**config.mk**
```make
export PLATFORM = sky130hd
export DESIGN_NAME = serial_tx_core
export DESIGN_NICKNAME = d
export VERILOG_FILES = /design/src/rtl/sertx_pkg.sv /design/src/rtl/sertx_holdbuf.sv /design/src/rtl/sertx_bitclk.sv /design/src/rtl/sertx_fsm.sv /design/src/rtl/serial_tx_core.sv
export SDC_FILE = /design/constraint.sdc
export NUM_CORES = 1
export LEC_CHECK = 0
export BUFFER_PORTS_ARGS = -buffer_cell sky130_fd_sc_hd__buf_2
export CAP_MARGIN = 20
export CORE_UTILIZATION = 45
export CTS_BUF_LIST = sky130_fd_sc_hd__clkbuf_2
export DETAILED_ROUTE_END_ITERATION = 8
export GPL_TIMING_DRIVEN = 0
export PLACE_DENSITY = 0.7
export SKIP_CTS_REPAIR_TIMING = 1
export SYNTH_ARGS = -nofsm -noshare
export SYNTH_HDL_FRONTEND = slang
export SYNTH_HIERARCHICAL = 1
export SYNTH_SLANG_ARGS = --single-unit
```
**constraint.sdc**
```tcl
create_clock -name clk -period 2.4 [get_ports clk]
set_input_delay 0.6 -clock clk [delete_from_list [all_inputs] [get_ports clk]]
set_output_delay 0.6 -clock clk [all_outputs]
set_load 0.05 [all_outputs]
```
**src/rtl/sertx_pkg.sv**
```systemverilog
package sertx_pkg;

    localparam logic [2:0] MODE_OFF  = 3'b000;
    localparam logic [2:0] MODE_SYNC = 3'b001;
    localparam logic [2:0] MODE_A7   = 3'b100;
    localparam logic [2:0] MODE_A8   = 3'b101;
    localparam logic [2:0] MODE_A9   = 3'b110;

    typedef enum logic [2:0] {
        ST_IDLE,
        ST_START,
        ST_DATA,
        ST_PARITY,
        ST_STOP,
        ST_SYNC
    } tx_state_e;

endpackage

```
**src/rtl/sertx_holdbuf.sv**
```systemverilog
module sertx_holdbuf #(
    parameter int WORD_W = 9
) (
    input  logic              clk,
    input  logic              rst_n,
    input  logic              wr_stb,
    input  logic [WORD_W-1:0] wr_data,
    input  logic              take,
    output logic              full,
    output logic [WORD_W-1:0] word
);

    always_ff @(posedge clk or negedge rst_n) begin
        if (!rst_n) begin
            full <= 1'b0;
            word <= '0;
        end else if (wr_stb) begin
            word <= wr_data;
            full <= 1'b1;
        end else if (take) begin
            full <= 1'b0;
        end
    end

    AST_TAKE_CLEARS: assert property (@(posedge clk) disable iff (!rst_n)
        (take && !wr_stb) |=> !full);
    AST_TAKE_NEEDS_WORD: assert property (@(posedge clk) disable iff (!rst_n)
        take |-> full);

endmodule

```
**src/rtl/sertx_bitclk.sv**
```systemverilog
module sertx_bitclk #(
    parameter int OVS = 16
) (
    input  logic clk,
    input  logic rst_n,
    input  logic restart,
    input  logic sync_mode,
    input  logic ext_clk,
    input  logic bit_tick,
    input  logic sclk_in,
    output logic bit_end,
    output logic sclk_low
);

    localparam int CNT_W = (OVS > 1) ? $clog2(OVS) : 1;
    localparam logic [CNT_W-1:0] CNT_LAST = CNT_W'(OVS - 1);

    logic [CNT_W-1:0] tick_cnt;
    logic             phase;
    logic [2:0]       sclk_sy;

    always_ff @(posedge clk or negedge rst_n) begin
        if (!rst_n) begin
            sclk_sy <= 3'b111;
        end else begin
            sclk_sy <= {sclk_sy[1:0], sclk_in};
        end
    end

    always_ff @(posedge clk or negedge rst_n) begin
        if (!rst_n) begin
            tick_cnt <= '0;
            phase    <= 1'b0;
        end else if (restart) begin
            tick_cnt <= '0;
            phase    <= 1'b0;
        end else if (bit_tick) begin
            tick_cnt <= (tick_cnt == CNT_LAST) ? '0 : tick_cnt + 1'b1;
            phase    <= ~phase;
        end
    end

    always_comb begin
        if (sync_mode) begin
            if (ext_clk) begin
                bit_end = sclk_sy[1] & ~sclk_sy[2];
            end else begin
                bit_end = bit_tick & phase;
            end
        end else begin
            bit_end = bit_tick && (tick_cnt == CNT_LAST);
        end
    end

    assign sclk_low = ~phase;

endmodule

```
**src/rtl/sertx_fsm.sv**
```systemverilog
module sertx_fsm
    import sertx_pkg::*;
#(
    parameter int WORD_W    = 9,
    parameter int SYNC_BITS = 8
) (
    input  logic              clk,
    input  logic              rst_n,
    input  logic [2:0]        mode_sel,
    input  logic              ext_clk_sel,
    input  logic              two_stop,
    input  logic              parity_even,
    input  logic              parity_en,
    input  logic              cts_n,
    input  logic              buf_full,
    input  logic [WORD_W-1:0] buf_word,
    input  logic              bit_end,
    input  logic              sclk_low,
    output logic              take,
    output logic              txd,
    output logic              sclk_out,
    output logic              idle,
    output logic              cfg_sync,
    output logic              cfg_ext
);

    localparam int IDX_W = $clog2(WORD_W + 1);

    tx_state_e         state_q, state_d;
    logic [WORD_W-1:0] shreg;
    logic [IDX_W-1:0]  bit_idx;
    logic [IDX_W-1:0]  c_nbits;
    logic              c_par_en, c_two_stop, par_bit, stop2nd;
    logic              enabled, sync_live, can_load, last_data, par_live;
    logic              shift, adv_stop;
    logic [IDX_W-1:0]  nbits_live;
    logic [WORD_W-1:0] dmask;

    assign enabled   = mode_sel inside {MODE_SYNC, MODE_A7, MODE_A8, MODE_A9};
    assign sync_live = (mode_sel == MODE_SYNC);
    assign can_load  = enabled && buf_full && !cts_n;
    assign last_data = (bit_idx == c_nbits - 1'b1);

    always_comb begin
        case (mode_sel)
            MODE_A7: nbits_live = IDX_W'(7);
            MODE_A8: nbits_live = IDX_W'(8);
            MODE_A9: nbits_live = IDX_W'(9);
            default: nbits_live = IDX_W'(SYNC_BITS);
        endcase
        for (int i = 0; i < WORD_W; i++) begin
            dmask[i] = (i < int'(nbits_live));
        end
        par_live = (^(buf_word & dmask)) ^ ~parity_even;
    end

    // next-state logic
    always_comb begin
        state_d  = state_q;
        take     = 1'b0;
        shift    = 1'b0;
        adv_stop = 1'b0;
        if (!enabled) begin
            state_d = ST_IDLE;
        end else begin
            unique case (state_q)
                ST_IDLE: begin
                    if (can_load) begin
                        take    = 1'b1;
                        state_d = sync_live ? ST_SYNC : ST_START;
                    end
                end
                ST_START: begin
                    if (bit_end) state_d = ST_DATA;
                end
                ST_DATA: begin
                    if (bit_end) begin
                        if (last_data) state_d = c_par_en ? ST_PARITY : ST_STOP;
                        else           shift   = 1'b1;
                    end
                end
                ST_PARITY: begin
                    if (bit_end) state_d = ST_STOP;
                end
                ST_STOP: begin
                    if (bit_end) begin
                        if (c_two_stop && !stop2nd) begin
                            adv_stop = 1'b1;
                        end else if (can_load) begin
                            take    = 1'b1;
                            state_d = sync_live ? ST_SYNC : ST_START;
                        end else begin
                            state_d = ST_IDLE;
                        end
                    end
                end
                ST_SYNC: begin
                    if (bit_end) begin
                        if (!last_data) begin
                            shift = 1'b1;
                        end else if (can_load) begin
                            take    = 1'b1;
                            state_d = sync_live ? ST_SYNC : ST_START;
                        end else begin
                            state_d = ST_IDLE;
                        end
                    end
                end
                default: state_d = ST_IDLE;
            endcase
        end
    end

    // state register
    always_ff @(posedge clk or negedge rst_n) begin
        if (!rst_n) state_q <= ST_IDLE;
        else        state_q <= state_d;
    end

    // datapath and latched frame shape
    always_ff @(posedge clk or negedge rst_n) begin
        if (!rst_n) begin
            shreg      <= '0;
            bit_idx    <= '0;
            stop2nd    <= 1'b0;
            c_nbits    <= IDX_W'(SYNC_BITS);
            c_par_en   <= 1'b0;
            c_two_stop <= 1'b0;
            par_bit    <= 1'b0;
            cfg_sync   <= 1'b0;
            cfg_ext    <= 1'b0;
        end else if (take) begin
            shreg      <= buf_word;
            bit_idx    <= '0;
            stop2nd    <= 1'b0;
            c_nbits    <= nbits_live;
            c_par_en   <= parity_en & ~sync_live;
            c_two_stop <= two_stop;
            par_bit    <= par_live;
            cfg_sync   <= sync_live;
            cfg_ext    <= ext_clk_sel;
        end else begin
            if (shift) begin
                shreg   <= {1'b0, shreg[WORD_W-1:1]};
                bit_idx <= bit_idx + 1'b1;
            end
            if (adv_stop) stop2nd <= 1'b1;
        end
    end

    // outputs
    always_comb begin
        unique case (state_q)
            ST_IDLE:   txd = 1'b1;
            ST_START:  txd = 1'b0;
            ST_DATA:   txd = shreg[0];
            ST_PARITY: txd = par_bit;
            ST_STOP:   txd = 1'b1;
            ST_SYNC:   txd = shreg[0];
            default:   txd = 1'b1;
        endcase
        sclk_out = !((state_q == ST_SYNC) && !cfg_ext && sclk_low);
        idle     = (state_q == ST_IDLE);
    end

    AST_OFF_IDLE: assert property (@(posedge clk) disable iff (!rst_n)
        !enabled |=> txd);
    AST_START_LOW: assert property (@(posedge clk) disable iff (!rst_n)
        (take && !sync_live) |=> !txd);
    AST_IDX_RANGE: assert property (@(posedge clk) disable iff (!rst_n)
        (state_q inside {ST_DATA, ST_SYNC}) |-> (bit_idx < c_nbits));
    AST_CTS_GATE: assert property (@(posedge clk) disable iff (!rst_n)
        take |-> !cts_n);
    AST_SHIFT_ONLY_ON_BIT_END: assert property (@(posedge clk) disable iff (!rst_n)
        (!bit_end && !take) |=> $stable(shreg));

endmodule

```
**src/rtl/serial_tx_core.sv**
```systemverilog
module serial_tx_core #(
    parameter int WORD_W    = 9,
    parameter int OVS       = 16,
    parameter int SYNC_BITS = 8
) (
    input  logic              clk,
    input  logic              rst_n,
    input  logic [2:0]        mode_sel,
    input  logic              ext_clk_sel,
    input  logic              two_stop,
    input  logic              parity_even,
    input  logic              parity_en,
    input  logic              wr_stb,
    input  logic [WORD_W-1:0] wr_data,
    input  logic              bit_tick,
    input  logic              cts_n,
    input  logic              sclk_in,
    output logic              txd,
    output logic              sclk_out,
    output logic              buf_empty,
    output logic              tx_done
);

    logic              take, buf_full, bit_end, sclk_low, idle, cfg_sync, cfg_ext;
    logic [WORD_W-1:0] buf_word;

    sertx_holdbuf #(.WORD_W(WORD_W)) u_buf (
        .clk     (clk),
        .rst_n   (rst_n),
        .wr_stb  (wr_stb),
        .wr_data (wr_data),
        .take    (take),
        .full    (buf_full),
        .word    (buf_word)
    );

    sertx_bitclk #(.OVS(OVS)) u_bitclk (
        .clk       (clk),
        .rst_n     (rst_n),
        .restart   (take),
        .sync_mode (cfg_sync),
        .ext_clk   (cfg_ext),
        .bit_tick  (bit_tick),
        .sclk_in   (sclk_in),
        .bit_end   (bit_end),
        .sclk_low  (sclk_low)
    );

    sertx_fsm #(.WORD_W(WORD_W), .SYNC_BITS(SYNC_BITS)) u_fsm (
        .clk         (clk),
        .rst_n       (rst_n),
        .mode_sel    (mode_sel),
        .ext_clk_sel (ext_clk_sel),
        .two_stop    (two_stop),
        .parity_even (parity_even),
        .parity_en   (parity_en),
        .cts_n       (cts_n),
        .buf_full    (buf_full),
        .buf_word    (buf_word),
        .bit_end     (bit_end),
        .sclk_low    (sclk_low),
        .take        (take),
        .txd         (txd),
        .sclk_out    (sclk_out),
        .idle        (idle),
        .cfg_sync    (cfg_sync),
        .cfg_ext     (cfg_ext)
    );

    assign buf_empty = ~buf_full;
    assign tx_done   = idle & ~buf_full;

    AST_DONE_QUIET: assert property (@(posedge clk) disable iff (!rst_n)
        tx_done |-> (txd && sclk_out));

endmodule

```
# Word level (Yosys, flattened, before mapping)
# Index checks and enable logic that the tools add are counted.
[classes] add_sub_neg=3 order_cmp=9 n_eq_ne=20 mux=46 bitwise_logic=11 n_reduce_logical=19
[op_table] operator="2-to-1 mux 3 bit" n=13
[op_table] operator="inequality test 3 bit (second input constant)" n=9
[op_table] operator="2-to-1 mux 1 bit" n=22
[op_table] operator="2-to-1 mux 4 bit" n=5
[op_table] operator="2-to-1 mux 9 bit" n=2
[op_table] operator="case mux 3 bit (6 select lines)" n=1
[op_table] operator="less-than comparator 3 x 4 -> 1 bit (first input constant)" n=4
[op_table] operator="equality test 3 bit (second input constant)" n=5
[op_table] operator="AND 9 bit" n=1
[op_table] operator="AND reduction 9 bit" n=1
[op_table] operator="parity 9 bit" n=1
[op_table] operator="adder 4 x 1 -> 4 bit (second input constant)" n=2
[op_table] operator="less-than comparator 1 x 4 -> 1 bit (first input constant)" n=2
[op_table] operator="less-than comparator 2 x 4 -> 1 bit (first input constant)" n=2
[op_table] operator="case mux 4 bit (2 select lines)" n=1
[op_table] operator="nonzero test 2 bit" n=4
[op_table] operator="equality test 3 x 1 -> 1 bit (second input constant)" n=2
[op_table] operator="equality test 3 x 2 -> 1 bit (second input constant)" n=2
[op_table] operator="logical AND 1 bit" n=6
[op_table] operator="case mux 1 bit (3 select lines)" n=2
[op_table] operator="NOT 1 bit" n=5
[op_table] operator="AND 1 bit" n=4
[op_table] operator="equality test 4 bit" n=1
[op_table] operator="equality test 4 bit (second input constant)" n=1
[op_table] operator="7 further kinds" n=10
[word_totals] reg_bits=44 input_bits=22 out_inout_bits=4

# Logic depth before layout (Yosys ltp)
# Gate-level depths: netlist of run 1.
[logic_depth] word_depth=11 mapped_depth=11 depth_no_buf=9

# Cells and area by module
# Netlist of run 1, hierarchy kept.
[by_module_without_submodules] mod="sertx_fsm" instances=1 cells_per_inst=159 area_per_inst_um2=1567.8 seq_area_each_um2=626.9
[by_module_without_submodules] mod="sertx_holdbuf" instances=1 cells_per_inst=22 area_per_inst_um2=409.1 seq_area_each_um2=250.2
[by_module_without_submodules] mod="sertx_bitclk" instances=1 cells_per_inst=33 area_per_inst_um2=362.8 seq_area_each_um2=203.9
[by_module_without_submodules] mod="serial_tx_core" instances=1 cells_per_inst=2 area_per_inst_um2=10.0 seq_area_each_um2=0.0

# Least setup slack after synthesis of run 1
# No wires, ideal clock.
[synth_path] path_type="register to output" start="register u_fsm.state_q[2]" end="output tx_done" arrival_ns=1.526 t_required_ns=1.800 path_slack_ns=0.274 path_stages_with_launch=4 path_buffers=1 cell_sequence="dfrtp_1 -> buf_1 -> nor3_1 -> nor2b_1"
[synth_between] elab_chain_len=2
[synth_rtl] item="start: declaration" line="sertx_fsm.sv:29" text="tx_state_e state_q, state_d;"
[synth_rtl] item="start signal: assignment" line="sertx_fsm.sv:117" text="else state_q <= state_d;"
[synth_rtl] item="logical NOT 3 bit" line="sertx_fsm.sv:163" text="idle = (state_q == ST_IDLE);"
[synth_rtl] item="named net idle" line="serial_tx_core.sv:24" text="logic take, buf_full, bit_end, sclk_low, idle, cfg_sync, cfg_ext;"
[synth_rtl] item="AND 1 bit" line="serial_tx_core.sv:71" text="assign tx_done = idle & ~buf_full;"
[synth_rtl] item="end: declaration" line="serial_tx_core.sv:21" text="output logic tx_done"
# The timed path passes the listed nets, and every way through them passes these cells.

# Worst setup path after layout of run 1
[layout_path] start="register u_fsm.state_q[1]" end="output txd"
[layout_between] elab_chain_len=3 word_cells_on_any_way=6 classes_between="eq/ne (4); mux (1); reduce/logical (1)"
[layout_rtl] item="equality test 3 x 2 -> 1 bit or equality test 3 bit (tied branches)" line="sertx_fsm.sv:153" text="unique case (state_q)"
[layout_rtl] item="OR reduction 2 bit (no line)"
[layout_rtl] item="case mux 1 bit (3 select lines) (*)" line="sertx_fsm.sv:153"
[layout_rtl] item="end: declaration" line="serial_tx_core.sv:18" text="output logic txd,"
# Every way passes the cells marked *; elsewhere a longest branch is shown, timed or not.

==> impl_metrics.yaml, run 1 <==
clocking:
  cts_root_buf: "clkbuf_2"
  worstSkewPairLatency_ns: 0.41
  htree_levels: 2
  cts_tree: "done"
  cts_made_buffers: 5
  clockBufferDepth: 2
  path_clk_slew_ns: 0.22
  clock-sinks: 43
power:
  finalPower_mw: 2.05
  power.leakage_nw: 1.19
  peakVddDrop_uv: 367
  p_per_area_nw_per_um2: 759
synth:
  synthSimpleGateAreaFrac_pct: 14.7
  synthFlopType: "dfrtp_1"
  synthesis.nets: 242
  synth.yosys.seq_area_share_pct: 46.0
  yosys_warnings: 6
  ys_async_sr_fraction_pct: 100
  synth-xor-area-share_pct: 6.98
  synth_cell_type_count: 46
  netlist.area_leader.share_pct: 41.5
  synth_area_leaders: "dfrtp_1, mux2_4, xnor2_1"
  synth_area_um2: 2350
  netlist_instances: 216
  yosysMostFrequentCell: "dfrtp_1"
  muxShareOfSynthArea_pct: 12.4
  synth_top_family_by_area: "simple AND/OR/NAND/NOR gates"
  synth_edf_count: 0
  synth_area_leader_cell: "dfrtp_1"
  synth_commonest_cells: "dfrtp_1, nand2_1, nor2_1, o21ai_0, xnor2_1"
  synth-adder-area-share_pct: 2.13
  syn_area_per_cell_um2: 10.9
  synth_compound_area_share_pct: 12.7
  ys_ff_latch: 43
grt:
  grt_pass1_vias: 1562
  grt_pass1_wl_um: 7070
  globalRouteOverflowTotal: 0
  grt_usage_pct: 17.4
  grt_max_degree: 44
  antenna_found_initial: 0
worst_setup_path:
  crit_fanout: 10
  r2r_start: "u_fsm/c_nbits[0]"
  crit_path_start_kind: "register"
  crit_start: "u_fsm/state_q[1]"
  cp.required_ns: 1.80
  worstSetupEndpointType: "output pin"
  cp.arrival_ns: 1.73
  path_class: "reg2out"
final_layout:
  finalNonFillerCells: 321
  syn_to_final_growth_pct: 14.9
  n_antenna_cell: 0
  fin_nets: 279
  drive_above_1_share_pct: 28.3
outcome:
  status: "completed"
placement:
  dp.cells: 306
  hpwlAfterDp_um: 3070
  place_congestion: 0.947
  portBuffers: 23
detailed_routing:
  drt_iter0_drc: 62
  drc: 0
  wl_per_cell_um: 13.7
  vias_per_cell: 5.33
  dr.pass1.iters: 4
  drtAntennaViolNets: 0
  vias: 1711
  drt-total-wl_um: 4400
floorplan:
  die_area_um2: 5510
  dieHeight_um: 74.3
  start_util_pct: 48.2
  core_um2: 4880
  ios: 26
  rows: 25
  die_x_um: 74.3
timing:
  slew_viol_final: 0
  min_period_ns: 2.33
  hold_viol: 0
  setup_viol: 0
  skew_ns: 0.0151
  finalCritPeriodShare_pct: 97.2
  fmax_mhz: 429
  slew_headroom_pct: 37.1
  tightest_slew_ns: 0.944
flow_run:
  drv_cap: 0
hold_path:
  hold_class: "in2reg"
  hp-start: "sclk_in"
power by group:
part,switching [mW],internal [mW]
registers,0.110,0.872
clock network,0.241,0.280
logic,0.268,0.280
total,0.619,1.43
worst paths after layout:
path	cells past startpoint	slack (ns)	endpoint
worst max register to register	9	0.22	u_buf/full
min in group asynchronous	1	0.29	u_fsm/c_nbits[2]
worst max-delay path	4	0.07	txd
worst min-delay path	1	0.27	u_bitclk/sclk_sy[0]
worst min register to register	0	0.37	u_bitclk/sclk_sy[1]
max in group asynchronous	1	1.49	u_fsm/state_q[2]
state kept, by name, indices dropped and copies added (netlist names):
signal / cells
u_bitclk/phase: 1
u_fsm/cfg_sync: 1
u_fsm/cfg_ext: 1
u_buf/full: 1
u_bitclk/tick_cnt: 4
u_fsm/c_par_en: 1
u_fsm/stop2nd: 1
u_fsm/par_bit: 1
u_fsm/c_two_stop: 1
u_fsm/shreg: 9
u_buf/word: 9
u_fsm/c_nbits: 3
u_bitclk/sclk_sy: 3
u_fsm/state_q: 3
u_fsm/bit_idx: 4
metal layers:
| metal | track usage, % | part of all wire [%] |
|---|---|---|
| met5 | 0 | 0 |
| met4 | 7.55 | 1.8 |
| met3 | 4.74 | 4.7 |
| met2 | 27.1 | 45 |
| met1 | 22.8 | 48 |
cells by family (layout without fill, tap and decap cells):
logic type | after synthesis | count (layout)
adders and majority gates | 4 | 4
buffers and inverters | 18 | 56
DFF | 43 | 43
xor gates and xnor gates | 17 | 17
and+or+nand+nor | 66 | 66
AOI/OAI and AO/OA | 44 | 44
muxes | 24 | 24
cell usage in the layout (no fill, tap or decap), types with 2 or more instances in the layout:
cell type,instances
a211oi_1,2
a21oi_1,6
a22oi_1,2
buf_2,24
buf_4,9
buf_6,6
bufinv_16,2
clkbuf_2,5
dfrtp_1,38
dfstp_2,4
ha_1,4
inv_1,8
mux2_2,4
mux2_4,9
mux2i_1,11
nand2_1,19
nand2b_1,5
nand3_1,2
nand3b_1,3
nor2_1,19
nor2b_1,6
nor3_1,3
nor3b_1,3
o21ai_0,19
xnor2_1,15
critical path: stages (launching register included):
cell and delay, ns:
dfrtp_1 0.44, buf_4 0.18, inv_1 0.09, o41a_1 0.39
clkbuf_4 0.22
through the flow:
stage	cell area, µm²	utilization (%)	setup WS, ns	hold WS (ns)	TNS, ns
2_1_floorplan	2350	-	0.274	0.304	0
3_3_place_gp	2550	52.2	0.124	0.346	0
3_5_place_dp	2550	52.2	0.0841	0.351	0
4_1_cts	2640	54.1	-0.227	0.233	-0.240
5_1_grt	2700	55.3	-0.00895	0.207	-0.00895
6_report	2700	55.3	0.0671	0.266	0
cell type report:
| cell class | instances | area [µm²] |
|---|---|---|
| Clock inverter | 3 | 67.6 |
| Sequential cell | 43 | 1080 |
| Multi-Input combinational cell | 155 | 1150 |
| Tap cell | 67 | 83.8 |
| Clock buffer | 5 | 25.0 |
| Fill cell | 470 | 2180 |
| Timing Repair Buffer | 30 | 170 |
| Buffer | 10 | 92.6 |
| Inverter | 8 | 30.0 |
(Power assumes the default switching activity.)
==> inputs of run 2 (changes only) <==
--- a/config.mk
+++ b/config.mk
@@ -7,11 +7,12 @@
 export LEC_CHECK = 0
 export BUFFER_PORTS_ARGS = -buffer_cell sky130_fd_sc_hd__buf_2
 export CAP_MARGIN = 20
+export CORE_MARGIN = 4
 export CORE_UTILIZATION = 45
 export CTS_BUF_LIST = sky130_fd_sc_hd__clkbuf_2
 export DETAILED_ROUTE_END_ITERATION = 8
 export GPL_TIMING_DRIVEN = 0
-export PLACE_DENSITY = 0.7
+export PLACE_DENSITY_LB_ADDON = 0.1
 export SKIP_CTS_REPAIR_TIMING = 1
 export SYNTH_ARGS = -nofsm -noshare
 export SYNTH_HDL_FRONTEND = slang
==> run 2 against run 1 <==
  * Utilization shrank 2.8 points
  * Setup slack gained 0.026 ns
  * Clock power shrank 19%
  * Power decreased by 6.5%
  * Non-clock buffer count decreased by 3
  * Critical endpoint unchanged
  * Critical path depth down 1
  * Sequential share of layout area increased by 0.46 points
  * Global-route usage fell by 2.2 points
  * Highest routed layer unchanged
  * Clock-buffer cell count stayed put
  * Sequential cell count is the same
==> impl_metrics.yaml, run 2 (synthesis gave the netlist of run 1 again) <==
outcome:
  status: "completed"
worst_setup_path:
  cp.arrival_ns: 1.71
  crit_fanout: 10
  crit_path_frequent_cell: "buf_2"
  critical-path-top-delay-family: "flip-flops"
  r2r_slack_ns: 0.19
  max_stage_delay_ns: 0.47
  worstSetupEndpointType: "output pin"
  path_class: "reg2out"
  cp.required_ns: 1.80
  cpMaxStageDelayCell: "dfrtp_1"
  critPathBufInv: 2
  worstPathCellList: "buf_2 > o41a_1 > buf_2"
  crit_path_start_kind: "register"
detailed_routing:
  dr.pass1.iters: 4
  vias: 1643
  drt-total-wl_um: 4300
  vias_per_cell: 5.12
  drtAntennaViolNets: 0
  drt_iter0_drc: 87
  wl_per_cell_um: 13.4
  drc: 0
clocking:
  path_clk_slew_ns: 0.24
  worstSkewPairLatency_ns: 0.41
  htree_levels: 2
  clock-sinks: 43
  cts_root_buf: "clkbuf_2"
  clockBufferDepth: 2
  cts_tree: "done"
  cts_made_buffers: 5
floorplan:
  die_area_um2: 6440
  ios: 26
  start_util_pct: 46.3
  rows: 26
  dieHeight_um: 80.3
  die_x_um: 80.3
  core_um2: 5070
final_layout:
  finalInstanceArea_um2: 2670
  register_area_um2: 1080
  multiInputGateArea_um2: 1160
  reg_top3: "u_buf/word: 9 flops, u_fsm/shreg: 9 flops"
  syn_to_final_growth_pct: 13.5
  n_antenna_cell: 0
  fin_nets: 276
  drive_above_1_share_pct: 27.9
  fill_cells: 490
  mostFrequentLayoutCells: "dfrtp_1, buf_2, nand2_1, o21ai_0, nor2_1"
  final_common_cell: "dfrtp_1"
placement:
  place_congestion: 0.804
  hpwlAfterDp_um: 3120
  placed_area_um2: 2550
  portBuffers: 23
power:
  finalPower_mw: 1.92
  power.leakage_nw: 1.17
  p_per_area_nw_per_um2: 719
  peakVddDrop_uv: 329
grt:
  antenna_found_initial: 0
  globalRouteOverflowTotal: 0
  grt_pass1_vias: 1523
  grt_usage_pct: 15.2
  grt_max_degree: 44
  grt_pass1_wl_um: 7440
hold_path:
  hold_class: "in2reg"
timing:
  min_period_ns: 2.31
  finalCritPeriodShare_pct: 96.1
  setup_viol: 0
  skew_ns: 0.0233
  fmax_mhz: 433
  hold_viol: 0
  slew_headroom_pct: 37.2
  tightest_slew_ns: 0.942
  slew_viol_final: 0
flow_run:
  drv_cap: 0
## run 2: cell types whose count changed in the layout (fill, tap and decap cells not counted), sizes merged
cell      before  now
clkbuf         6    7
clkinv         0    2
buf           39   35
bufinv         2    1
clkinvlp       1    0
## run 2: per-layer routing
layer,track usage [%],part of all wire [%],vias up
met5,0,0,-
met4,4.56,1.4,0
met3,4.26,5.6,7
met2,24.3,46,40
met1,19.9,47,780
li1,-,-,816
## run 2: layout make-up
class                      instances  share of cell area, %
buffer                            10                   3.57
sequential                        43                   40.5
tap                               70                   3.28
inverter                           8                   1.13
multi-input combinational        155                   43.4
clock buffer                       5                  0.939
clock inverter                     3                   1.64
timing repair buffer              27                   5.54
## run 2: where the power goes
part           leakage (nW)  switching [mW]  internal [mW]  total (mW)
Sequential            0.532           0.116          0.872       0.988
Combinational         0.593           0.247          0.260       0.506
Clock                0.0429           0.247          0.176       0.423
## run 2: final timing paths
kind | start | to | depth (start not counted)
max in group asynchronous | rst_n | u_buf/word[0] | 1
min reg2reg | u_bitclk/sclk_sy[0] | u_bitclk/sclk_sy[1] | 0
max | u_fsm/state_q[0] | txd | 3
max reg2reg | u_fsm/c_nbits[0] | u_buf/full | 9
min | sclk_in | u_bitclk/sclk_sy[0] | 1
min in group asynchronous | rst_n | u_bitclk/tick_cnt[0] | 1
## run 2: stage by stage
step / TNS [ns] / utilization, % / instances / hold WS, ns / setup slack (ns)
after floorplan: 0 / - / 216 / 0.304 / 0.274
after global placement: 0 / 50.3 / 309 / 0.346 / 0.0876
after detailed placement: 0 / 50.3 / 309 / 0.348 / 0.0819
after CTS: -0.207 / 51.7 / 317 / 0.209 / -0.195
after global routing: -0.00559 / 52.5 / 321 / 0.196 / -0.00559
final: 0 / 52.5 / 321 / 0.242 / 0.0927
